**src/rtl/extint_pkg.sv**
```systemverilog
package extint_pkg;
    localparam int CTRL_W   = 4;
    localparam int POL_BIT  = 2;
    localparam int BOTH_BIT = 1;
    localparam int TMR_BIT  = 0;

    typedef enum logic {
        FLG_IDLE = 1'b0,
        FLG_PEND = 1'b1
    } flag_state_e;
endpackage

```
**src/rtl/extint_sync.sv**
```systemverilog
module extint_sync #(
    parameter int STAGES = 2
) (
    input  logic clk,
    input  logic rst_n,
    input  logic d,
    output logic level,
    output logic prev
);
    logic [STAGES:0] sh;

    always_ff @(posedge clk or negedge rst_n) begin
        if (!rst_n) sh <= '0;
        else        sh <= {sh[STAGES-1:0], d};
    end

    assign level = sh[STAGES-1];
    assign prev  = sh[STAGES];
endmodule

```
**src/rtl/extint_chan.sv**
```systemverilog
module extint_chan
    import extint_pkg::*;
#(
    parameter int SYNC_STAGES = 2
) (
    input  logic              clk,
    input  logic              rst_n,
    input  logic              pin,
    input  logic              ctrl_we,
    input  logic [CTRL_W-1:0] ctrl_wd,
    output logic [CTRL_W-1:0] ctrl_q,
    input  logic              int_en,
    input  logic              poll,
    output logic              irq,
    output logic              skip,
    output logic              tmr_gate
);
    logic level, prev;
    logic pin_ev, pol_ev, set_req, poll_ok;
    flag_state_e state, state_nxt;

    extint_sync #(.STAGES(SYNC_STAGES)) u_sync (
        .clk(clk), .rst_n(rst_n), .d(pin), .level(level), .prev(prev)
    );

    always_ff @(posedge clk or negedge rst_n) begin
        if (!rst_n)       ctrl_q <= '0;
        else if (ctrl_we) ctrl_q <= ctrl_wd;
    end

    always_comb begin
        pin_ev  = (level != prev) && (ctrl_q[BOTH_BIT] || (level == ctrl_q[POL_BIT]));
        pol_ev  = ctrl_we && (ctrl_wd[POL_BIT] != ctrl_q[POL_BIT])
                  && !ctrl_wd[BOTH_BIT] && (level == ctrl_wd[POL_BIT]);
        set_req = pin_ev || pol_ev;
        poll_ok = poll && !int_en;
    end

    // transitions: SET, TAKE, POLL_CLR, HOLD
    always_comb begin
        state_nxt = state;
        unique case (state)
            FLG_IDLE: if (set_req) state_nxt = FLG_PEND;
            FLG_PEND: begin
                if (set_req)      state_nxt = FLG_PEND;
                else if (int_en)  state_nxt = FLG_IDLE;
                else if (poll_ok) state_nxt = FLG_IDLE;
            end
            default: state_nxt = FLG_IDLE;
        endcase
    end

    always_ff @(posedge clk or negedge rst_n) begin
        if (!rst_n) state <= FLG_IDLE;
        else        state <= state_nxt;
    end

    always_ff @(posedge clk or negedge rst_n) begin
        if (!rst_n) skip <= 1'b0;
        else        skip <= poll_ok && (state == FLG_PEND);
    end

    always_comb begin
        irq      = (state == FLG_PEND) && int_en;
        tmr_gate = ctrl_q[TMR_BIT] && level;
    end
endmodule

```
**src/rtl/extint_unit.sv**
```systemverilog
module extint_unit
    import extint_pkg::*;
#(
    parameter  int NCH         = 2,
    parameter  int SYNC_STAGES = 2,
    localparam int SEL_W       = $clog2(NCH + 2)
) (
    input  logic              clk,
    input  logic              rst_n,
    input  logic              keep_rst,
    input  logic              wr_en,
    input  logic [SEL_W-1:0]  wr_sel,
    input  logic [CTRL_W-1:0] wr_data,
    input  logic [SEL_W-1:0]  rd_sel,
    output logic [CTRL_W-1:0] rd_data,
    input  logic [NCH-1:0]    pin_in,
    input  logic [NCH-1:0]    poll,
    output logic [NCH-1:0]    skip,
    output logic [NCH-1:0]    irq,
    output logic [NCH-1:0]    tmr_gate
);
    localparam logic [SEL_W-1:0] EN_SEL = SEL_W'(NCH);

    logic [NCH-1:0][CTRL_W-1:0] ctrl_w;
    logic [NCH-1:0]             en_q;

    always_ff @(posedge clk or negedge rst_n) begin
        if (!rst_n)                         en_q <= '0;
        else if (keep_rst)                  en_q <= '0;
        else if (wr_en && wr_sel == EN_SEL) en_q <= wr_data[NCH-1:0];
    end

    for (genvar i = 0; i < NCH; i++) begin : g_ch
        extint_chan #(.SYNC_STAGES(SYNC_STAGES)) u_ch (
            .clk(clk), .rst_n(rst_n), .pin(pin_in[i]),
            .ctrl_we(wr_en && (wr_sel == SEL_W'(i))), .ctrl_wd(wr_data),
            .ctrl_q(ctrl_w[i]), .int_en(en_q[i]), .poll(poll[i]),
            .irq(irq[i]), .skip(skip[i]), .tmr_gate(tmr_gate[i])
        );
    end

    always_comb begin
        rd_data = '0;
        for (int i = 0; i < NCH; i++)
            if (rd_sel == SEL_W'(i)) rd_data = ctrl_w[i];
        if (rd_sel == EN_SEL) rd_data[NCH-1:0] = en_q;
    end
endmodule

```
**config.mk**
```make
export PLATFORM = sky130hd
export DESIGN_NAME = extint_unit
export DESIGN_NICKNAME = d
export VERILOG_FILES = /design/src/rtl/extint_pkg.sv /design/src/rtl/extint_sync.sv /design/src/rtl/extint_chan.sv /design/src/rtl/extint_unit.sv
export SDC_FILE = /design/constraint.sdc
export NUM_CORES = 1
export LEC_CHECK = 0
export ABC_AREA = 1
export BUFFER_PORTS_ARGS = -buffer_cell sky130_fd_sc_hd__buf_4
export CORE_UTILIZATION = 45
export CTS_CLUSTER_DIAMETER = 60
export DETAILED_ROUTE_END_ITERATION = 8
export GPL_TIMING_DRIVEN = 0
export PLACE_DENSITY = 0.83
export SLEW_MARGIN = 40
export SYNTH_ARGS = -nofsm -noshare
export SYNTH_HDL_FRONTEND = slang
export SYNTH_SLANG_ARGS = --single-unit
```
**constraint.sdc**
```tcl
create_clock -name clk -period 0.8 [get_ports clk]
set_input_delay 0.04 -clock clk [delete_from_list [all_inputs] [get_ports clk]]
set_output_delay 0.04 -clock clk [all_outputs]
set_load 0.02 [all_outputs]
```
==> flow_summary.yaml, run 1 <==
outcome:
  outcome: "finished with violations"
  violations: "hold timing, setup timing"
route:
  wire_per_inst_um: 13.67
  drt_iter0_drc: 18
  ant_nets: 0
  dr.pass1.iters: 4
  vias: 939
  drt_wl_total_um: 2557
  viasPerCell: 5.021
  drc: 0
clock_tree:
  cts_sinks: 20
  cts-root-buf: "clkbuf_4"
  ctsHtreeMaxLevel: 1
  cts_buffer_depth: 2
  clkLatencyLatePin_ns: 0.32
  cts_tree: "yes"
  numCtsBuffers: 3
  clkTransAtPathRegs_ns: 0.14
sta:
  tightest_slew_ns: 0.3078
  drv_slew: 0
  finalHoldViolCount: 1
  layout_setup_ws_ns: -0.3900
  rsz0062_at_grt: "yes"
  whs_ns: -0.005424
  layout_min_cycle_time_ns: 1.190
  setup_viol: 14
  finalClockSkew_ns: 0.01866
  fmax_mhz: 840.3
  slew_headroom_pct: 79.41
  finalCritPeriodShare_pct: 148.7
cells_and_area:
  layout-drive-gt1-share_pct: 34.38
  final_common_cell: "nand2_1"
  design_area_um2: 1395
  most-common-layout-cells: "nand2_1, dfrtp_1, buf_4, inv_1, buf_6"
  antennaDiodeCount: 0
  syn2layout_area_growth_pct: 44.99
  final_util_pct: 70.39
  fin_nets: 177
floorplan:
  initial_core_util_pct: 48.55
  die-area_um2: 2327
  dieHeight_um: 48.24
  top_level_ports: 26
  coreArea_um2: 1982
  die_w_um: 48.24
  rows: 16
setup_path:
  worstSetupPathType: "reg -> out"
  cp-start-kind: "register"
  ff2ff_path_depth: 7
  critPathRequiredTime_ns: 0.76
  r2r-end: "g_ch[0].u_ch.state"
  arrival_ns: 1.15
  end_kind: "primary output"
  r2r_slack_ns: -0.22
  crit_fanout: 4
  r2r-start: "g_ch[0].u_ch.ctrl_q[2]"
place:
  io_buffer_count: 25
  dp_hpwl_um: 1529
  pre_cts_slack_ns: -0.1054
  post_dp_cell_area_um2: 1184
  place_congestion: 0.8013
pwr:
  p_int_w: 0.001749
  power-per-cell-area_nw_per_um2: 1829
  switching_power_w: 0.0008025
  p_comb_share_pct: 28.3
  switching_share_pct: 31.45
  clkPwrFrac_pct: 24.4
  ir_drop_mv: 1.262
  p_leak_nw: 0.7599
  seqPwrFrac_pct: 47.3
min_path:
  min_from: "keep_rst"
  hold_depth: 4
  hp-class: "in -> reg"
  holdPathEnd: "en_q[1]"
logic_synthesis:
  ys_seq_elements: 20
  yosysTopAreaCell: "dfrtp_1"
  synth_top_area_share_pct: 52.02
  syn_nets: 138
  syn_area_um2: 962.2
  yosys-top-cells-area: "dfrtp_1, nand2_1, inv_1, nand3_1, buf_4"
  syn_area_per_cell_um2: 7.887
  ys_seq_area_share_pct: 52.02
  yosys_warnings: 0
  synth_cell_types: 14
  syn_inst: 122
run:
  drv_cap: 0
global_route:
  antenna_found_initial: 0
  grt_usage_pct: 22.03
  grt_max_degree: 21
  grt_first_pass_wirelength_um: 3408
  overflow: 0
  grt_pass1_vias: 791
[Yosys cell counts]
master / instances
o21ai_0: 1
dfrtp_1: 20
nand2_1: 38
nor2_2: 2
buf_4: 6
nand3_2: 2
nor2_1: 8
o211ai_1: 1
o21ai_1: 6
inv_2: 3
inv_1: 18
a21oi_1: 4
nand3b_1: 2
nand3_1: 11
[cell type report]
cell class                 count  area, um^2
tap                           27       33.78
inverter                      21       83.83
sequential                    20       501.7
multi-input combinational     75       370.4
fill                         145       586.8
clock buffer                   4       36.28
timing repair buffer          40       369.1
[worst max-delay path by stage]
stage	startpoint	to	slack [ns]	cells past startpoint
after floorplan	g_ch[0].u_ch.ctrl_q[2]	g_ch[0].u_ch.state	-0.02	6
after CTS	en_q[1]	rd_data[1]	-0.34	3
final	en_q[1]	rd_data[1]	-0.39	3
after global routing	en_q[1]	rd_data[1]	-0.45	3
after detailed placement	g_ch[0].u_ch.ctrl_q[2]	g_ch[0].u_ch.state	-0.11	6
after global placement	g_ch[0].u_ch.ctrl_q[2]	g_ch[0].u_ch.state	-0.06	6
[state kept, by name, indices dropped and copies added, names as in the netlist]
register and cells:
g_ch.u_ch.skip 2, en_q 2, g_ch.u_ch.u_sync.sh 6, g_ch.u_ch.state 2, g_ch.u_ch.ctrl_q 8
[power groups by stage]
stage,Combinational [W],Clock (W),Sequential [W]
floorplan,0.000319,0,0.00120
global placement,0.000511,0,0.00122
detailed placement,0.000532,0,0.00123
CTS,0.000646,0.000607,0.00120
global route,0.000785,0.000664,0.00122
finish,0.000722,0.000622,0.00121
[metrics by stage]
stage	setup TNS, ns	instances	power, W
detailed placement	-0.2514	174	0.001759
finish	-2.828	187	0.002551
floorplan	-0.02302	122	0.001523
global route	-3.403	187	0.002669
global placement	-0.1850	174	0.001733
CTS	-2.490	184	0.002451
[critical path: stages (launching register included)]
cell and delay, ns:
dfrtp_1 0.44, nand3_1 0.11, o211ai_1 0.11, buf_4 0.18
[cell families (layout without fill, tap and decap cells)]
kind of cell / after synthesis / after routing / share of synthesized area (%)
AO/OA/AOI/OAI: 12 / 12 / 6.502
AND/OR/NAND/NOR: 63 / 63 / 28.61
buffers and inverters: 27 / 65 / 12.87
flip-flops: 20 / 20 / 52.02
[repair_timing]
item                       CTS  global route
pin swaps                   10            13
gates resized for setup     18            10
buffers inserted             5             3
setup endpoints to repair   12            14
hold buffers                 7             1
hold endpoints to repair    26             1
[metal layers]
metal / vias up / wire, um / track usage (%)
met5: - / 0 / 0
met4: 0 / 74 / 6.667
met1: 440 / 1028 / 29.72
met2: 46 / 1334 / 36.00
met3: 8 / 120 / 4.074
li1: 445 / - / -
(Power assumes the default switching activity.)
==> run 2: changes to the inputs <==
- CORE_ASPECT_RATIO: not set -> 0.7
==> run 2 against run 1 <==
The run ends with DRC, setup timing left. Power grew 8.3%. Routed wire length shrank 8.9%. Via count shrank 5.2%. Combinational power grew 1%. Critical endpoint unchanged. Largest cell class unchanged.
==> flow_summary.yaml, run 2 (synthesis results as in run 1) <==
setup_path:
  crit_fanout: 5
  worstSetupPathType: "reg -> out"
  arrival_ns: 1.08
  critPathRequiredTime_ns: 0.76
  cp-start-kind: "register"
  end_kind: "primary output"
sta:
  layout_min_cycle_time_ns: 1.115
  setup_tns_ns: -2.469
  drv_slew: 0
  slew_headroom_pct: 82.87
  finalHoldViolCount: 0
  setup_viol: 12
  tightest_slew_ns: 0.2561
  finalClockSkew_ns: 0.008083
  whs_ns: 0.01099
  finalCritPeriodShare_pct: 139.4
  layout_setup_ws_ns: -0.3155
  fmax_mhz: 896.5
  rsz0062_at_grt: "yes"
route:
  wire_per_inst_um: 12.59
  drt_wl_total_um: 2330
  vias: 890
  viasPerCell: 4.811
  dr.pass1.iters: 6
  drc: 4
  ant_nets: 0
  drt_iter0_drc: 38
floorplan:
  die-area_um2: 2330
  coreArea_um2: 1936
  dieHeight_um: 40.69
  die_w_um: 57.27
  top_level_ports: 26
  initial_core_util_pct: 49.71
  rows: 13
global_route:
  grt_max_degree: 21
  grt_first_pass_wirelength_um: 3498
  overflow: 0
  antenna_found_initial: 0
  grt_pass1_vias: 810
  grt_usage_pct: 21.68
cells_and_area:
  layout-drive-gt1-share_pct: 39.26
  final_common_cell: "nand2_1"
  finalNonFillerCells: 185
  reg.largest.list: "g_ch.u_ch.ctrl_q x8, g_ch.u_ch.u_sync.sh x6"
  antennaDiodeCount: 0
  most-common-layout-cells: "nand2_1, buf_4, dfrtp_1, inv_1, buf_6"
  design_area_um2: 1426
  largest_register_ffs: 8
  largest-register: "g_ch.u_ch.ctrl_q"
  syn2layout_area_growth_pct: 48.24
  fin_nets: 180
  fillers: 148
pwr:
  p_leak_nw: 0.7705
  ir_drop_mv: 1.160
  power-per-cell-area_nw_per_um2: 1937
place:
  dp.cells: 169
  place_congestion: 0.8230
  pre_cts_slack_ns: -0.08616
  dp_hpwl_um: 1511
  io_buffer_count: 25
  post_dp_cell_area_um2: 1177
clock_tree:
  cts_tree: "yes"
  clkTransAtPathRegs_ns: 0.11
  cts_sinks: 20
  cts-root-buf: "clkbuf_4"
  ctsHtreeMaxLevel: 1
  numCtsBuffers: 3
  cts_buffer_depth: 2
  clkLatencyLatePin_ns: 0.31
outcome:
  violations: "DRC, setup timing"
  outcome: "finished with violations"
min_path:
  hp-class: "in -> reg"
run:
  drv_cap: 0
run 2: cell count changes in the layout (fill, tap and decap cells not counted), moves of 2 or more:
| cell | delta |
|---|---|
| nor2_1 | -2 |
| inv_2 | +3 |
| nor2_2 | +2 |
| inv_1 | -3 |
| buf_4 | +4 |
run 2: what timing repair did:
action | CTS | global route
setup endpoints to repair | 12 | 13
gates resized for setup | 19 | 15
hold endpoints to repair | 29 | 0
pin swaps | 13 | 10
hold buffers | 8 | 0
buffers inserted | 8 | 3
run 2: layer usage:
metal	global-route usage, %	share of wire, %	vias up
met2	40.59	48	38
met5	0	0	-
met1	24.90	45	394
met4	6.098	1.1	0
li1	-	-	451
met3	7.256	6.1	7
run 2: worst paths after layout:
kind	from	endpoint	slack, ns	depth (start not counted)
max in group asynchronous	rst_n	en_q[1]	0.44	2
min reg2reg	g_ch[1].u_ch.u_sync.sh[0]	g_ch[1].u_ch.u_sync.sh[1]	0.36	0
min	keep_rst	en_q[0]	0.01	4
max reg2reg	g_ch[0].u_ch.ctrl_q[2]	g_ch[0].u_ch.state	-0.18	7
min in group asynchronous	rst_n	g_ch[1].u_ch.ctrl_q[2]	0.13	2
max	en_q[1]	rd_data[1]	-0.32	3
run 2: power breakdown:
| group | leakage [nW] | switching [W] | internal [W] | total [W] |
|---|---|---|---|---|
| clock | 0.0279 | 0.000316 | 0.000507 | 0.000823 |
| combinational | 0.504 | 0.000362 | 0.000368 | 0.000730 |
| sequential | 0.239 | 0.0000838 | 0.00113 | 0.00121 |
run 2: critical path: stages (launching register included):
cell      delay [ns]
dfrtp_2         0.46
nand3_2         0.07
o211ai_1        0.07
buf_4           0.16
run 2: cell type report:
| type | instances | area [um^2] | area share, % |
|---|---|---|---|
| clock inverters | 1 | 30.03 | 2.105 |
| clock buffers | 3 | 22.52 | 1.579 |
| multi-input cells | 75 | 371.6 | 26.05 |
| well taps | 22 | 27.53 | 1.930 |
| repair buffers | 43 | 387.9 | 27.19 |
| inverters | 21 | 83.83 | 5.877 |
| flip-flops and latches | 20 | 503.0 | 35.26 |
run 2: through the flow:
| stage | utilization [%] | power, W |
|---|---|---|
| floorplan | - | 0.001523 |
| global placement | 60.83 | 0.001731 |
| detailed placement | 60.83 | 0.001754 |
| CTS | 71.95 | 0.002726 |
| global route | 73.69 | 0.002907 |
| finish | 73.69 | 0.002762 |
==> run 3: changes to the inputs <==
- CORE_ASPECT_RATIO: 0.7 -> 1.4
==> run 3 against run 2 <==
Combinational power is 3.8% higher. Sequential cell count stayed put. Routed wire length is 4.6% higher. Sequential share of layout area is 1.0 points lower. Count of clock-buffer cells in the layout stayed put. The run ends with setup timing left. Non-clock buffer count is 3 higher. Highest routed layer unchanged. Cell area is 2.5% higher. Register-to-register slack worse by 0.07 ns. Critical path depth stayed put. Clock skew is 0.00077 ns higher.
==> flow_summary.yaml, run 3 (synthesis results as in run 1) <==
clock_tree:
  cts_buffer_depth: 2
  ctsHtreeMaxLevel: 1
  cts-root-buf: "clkbuf_4"
  clkTransAtPathRegs_ns: 0.12
  numCtsBuffers: 3
  cts_tree: "yes"
  clkLatencyLatePin_ns: 0.32
  cts_sinks: 20
setup_path:
  critPathRequiredTime_ns: 0.76
  worstSetupPathType: "reg -> out"
  cp-start-kind: "register"
  arrival_ns: 1.14
  crit_fanout: 3
  end_kind: "primary output"
  r2r_slack_ns: -0.25
route:
  met2WireLength_um: 1278
  drt_iter0_drc: 22
  drt_wl_total_um: 2438
  dr.pass1.iters: 4
  ant_nets: 0
  viasPerCell: 5.091
  wl_met3_um: 64
  drc: 0
  wl_met1_um: 1016
  vias: 952
  highest_layer: "met4"
  wire_per_inst_um: 13.04
cells_and_area:
  reg.largest.list: "g_ch.u_ch.ctrl_q x8, g_ch.u_ch.u_sync.sh x6"
  final_util_pct: 73.25
  fin_nets: 183
  largest_register_ffs: 8
  antennaDiodeCount: 0
  final_common_cell: "nand2_1"
  largest-register: "g_ch.u_ch.ctrl_q"
  syn2layout_area_growth_pct: 52.02
  most-common-layout-cells: "nand2_1, buf_4, dfrtp_1, buf_6, inv_1"
  layout-drive-gt1-share_pct: 36.14
floorplan:
  die-area_um2: 2330
  die_w_um: 41.08
  rows: 19
  dieHeight_um: 56.71
  top_level_ports: 26
  initial_core_util_pct: 48.18
  coreArea_um2: 1997
sta:
  whs_ns: 0.05358
  drv_slew: 0
  tightest_slew_ns: 0.2580
  finalCritPeriodShare_pct: 147.3
  rsz0062_at_grt: "yes"
  layout_setup_ws_ns: -0.3782
  finalHoldViolCount: 0
  fmax_mhz: 848.8
  slew_headroom_pct: 82.80
  finalClockSkew_ns: 0.008852
  layout_min_cycle_time_ns: 1.178
  setup_viol: 14
place:
  pre_cts_slack_ns: -0.08530
  place_congestion: 0.8328
  dp_hpwl_um: 1475
  io_buffer_count: 25
global_route:
  overflow: 0
  grt_usage_pct: 23.70
  grt_first_pass_wirelength_um: 3753
  grt_max_degree: 21
  grt_pass1_vias: 926
  antenna_found_initial: 0
outcome:
  outcome: "finished with violations"
  violations: "setup timing"
min_path:
  hp-class: "in -> reg"
pwr:
  power-per-cell-area_nw_per_um2: 1916
  p_leak_nw: 0.7964
  ir_drop_mv: 1.294
run:
  drv_cap: 0
run 3: cell types whose count changed in the layout (fill, tap and decap cells not counted), sizes merged:
| cell | delta |
|---|---|
| dlygate4sd3 | +1 |
| buf | +2 |
run 3: metrics by stage:
stage                     power, W  area (um^2)  setup TNS [ns]  cells
final                     0.002803         1463          -3.041    187
after global routing      0.002929         1463          -3.583    187
after global placement    0.001730         1176         -0.1231    168
after detailed placement  0.001751         1176         -0.2608    168
after CTS                 0.002715         1401          -2.652    184
after floorplan           0.001523        962.2        -0.02302    122
run 3: layout make-up:
| type | count | area (um^2) |
|---|---|---|
| Tap cell | 21 | 26.28 |
| Sequential cell | 20 | 500.5 |
| Inverter | 21 | 83.83 |
| Multi-Input combinational cell | 75 | 371.6 |
| Clock inverter | 1 | 30.03 |
| Fill cell | 147 | 534.3 |
| Clock buffer | 3 | 22.52 |
| Timing Repair Buffer | 46 | 427.9 |
run 3: worst paths after layout:
check | start | cells after the start | to
worst min-delay path | wr_data[2] | 3 | g_ch[0].u_ch.ctrl_q[2]
max in group asynchronous | rst_n | 2 | g_ch[1].u_ch.skip
worst max register to register | en_q[1] | 6 | g_ch[1].u_ch.state
min in group asynchronous | rst_n | 2 | g_ch[1].u_ch.ctrl_q[3]
worst min register to register | g_ch[0].u_ch.u_sync.sh[0] | 0 | g_ch[0].u_ch.u_sync.sh[1]
worst max-delay path | en_q[1] | 3 | rd_data[1]
run 3: timing repair:
action                                 CTS  global route
endpoints found under the hold margin   28             0
hold buffers                             9             0
resized for setup                       19            12
setup buffers                            9             4
setup endpoints to repair               12            14
cloned                                   0             0
pin swaps                               14            10
run 3: critical path: stages (launching register included):
cell and delay (ns):
dfrtp_1 0.43, nand3_2 0.11, o211ai_1 0.10, buf_4 0.18
run 3: routing by layer:
| metal | GRT usage (%) | up-vias |
|---|---|---|
| met3 | 3.162 | 9 |
| met1 | 27.75 | 455 |
| met4 | 13.33 | 0 |
| li1 | - | 459 |
| met2 | 38.39 | 29 |
| met5 | 0 | - |
run 3: report_power, final:
| part | total [W] | leakage (nW) | switching, W | internal (W) |
|---|---|---|---|---|
| clock | 0.000841 | 0.0279 | 0.000334 | 0.000507 |
| sequential | 0.00120 | 0.242 | 0.0000801 | 0.00112 |
| combinational | 0.000758 | 0.527 | 0.000372 | 0.000386 |
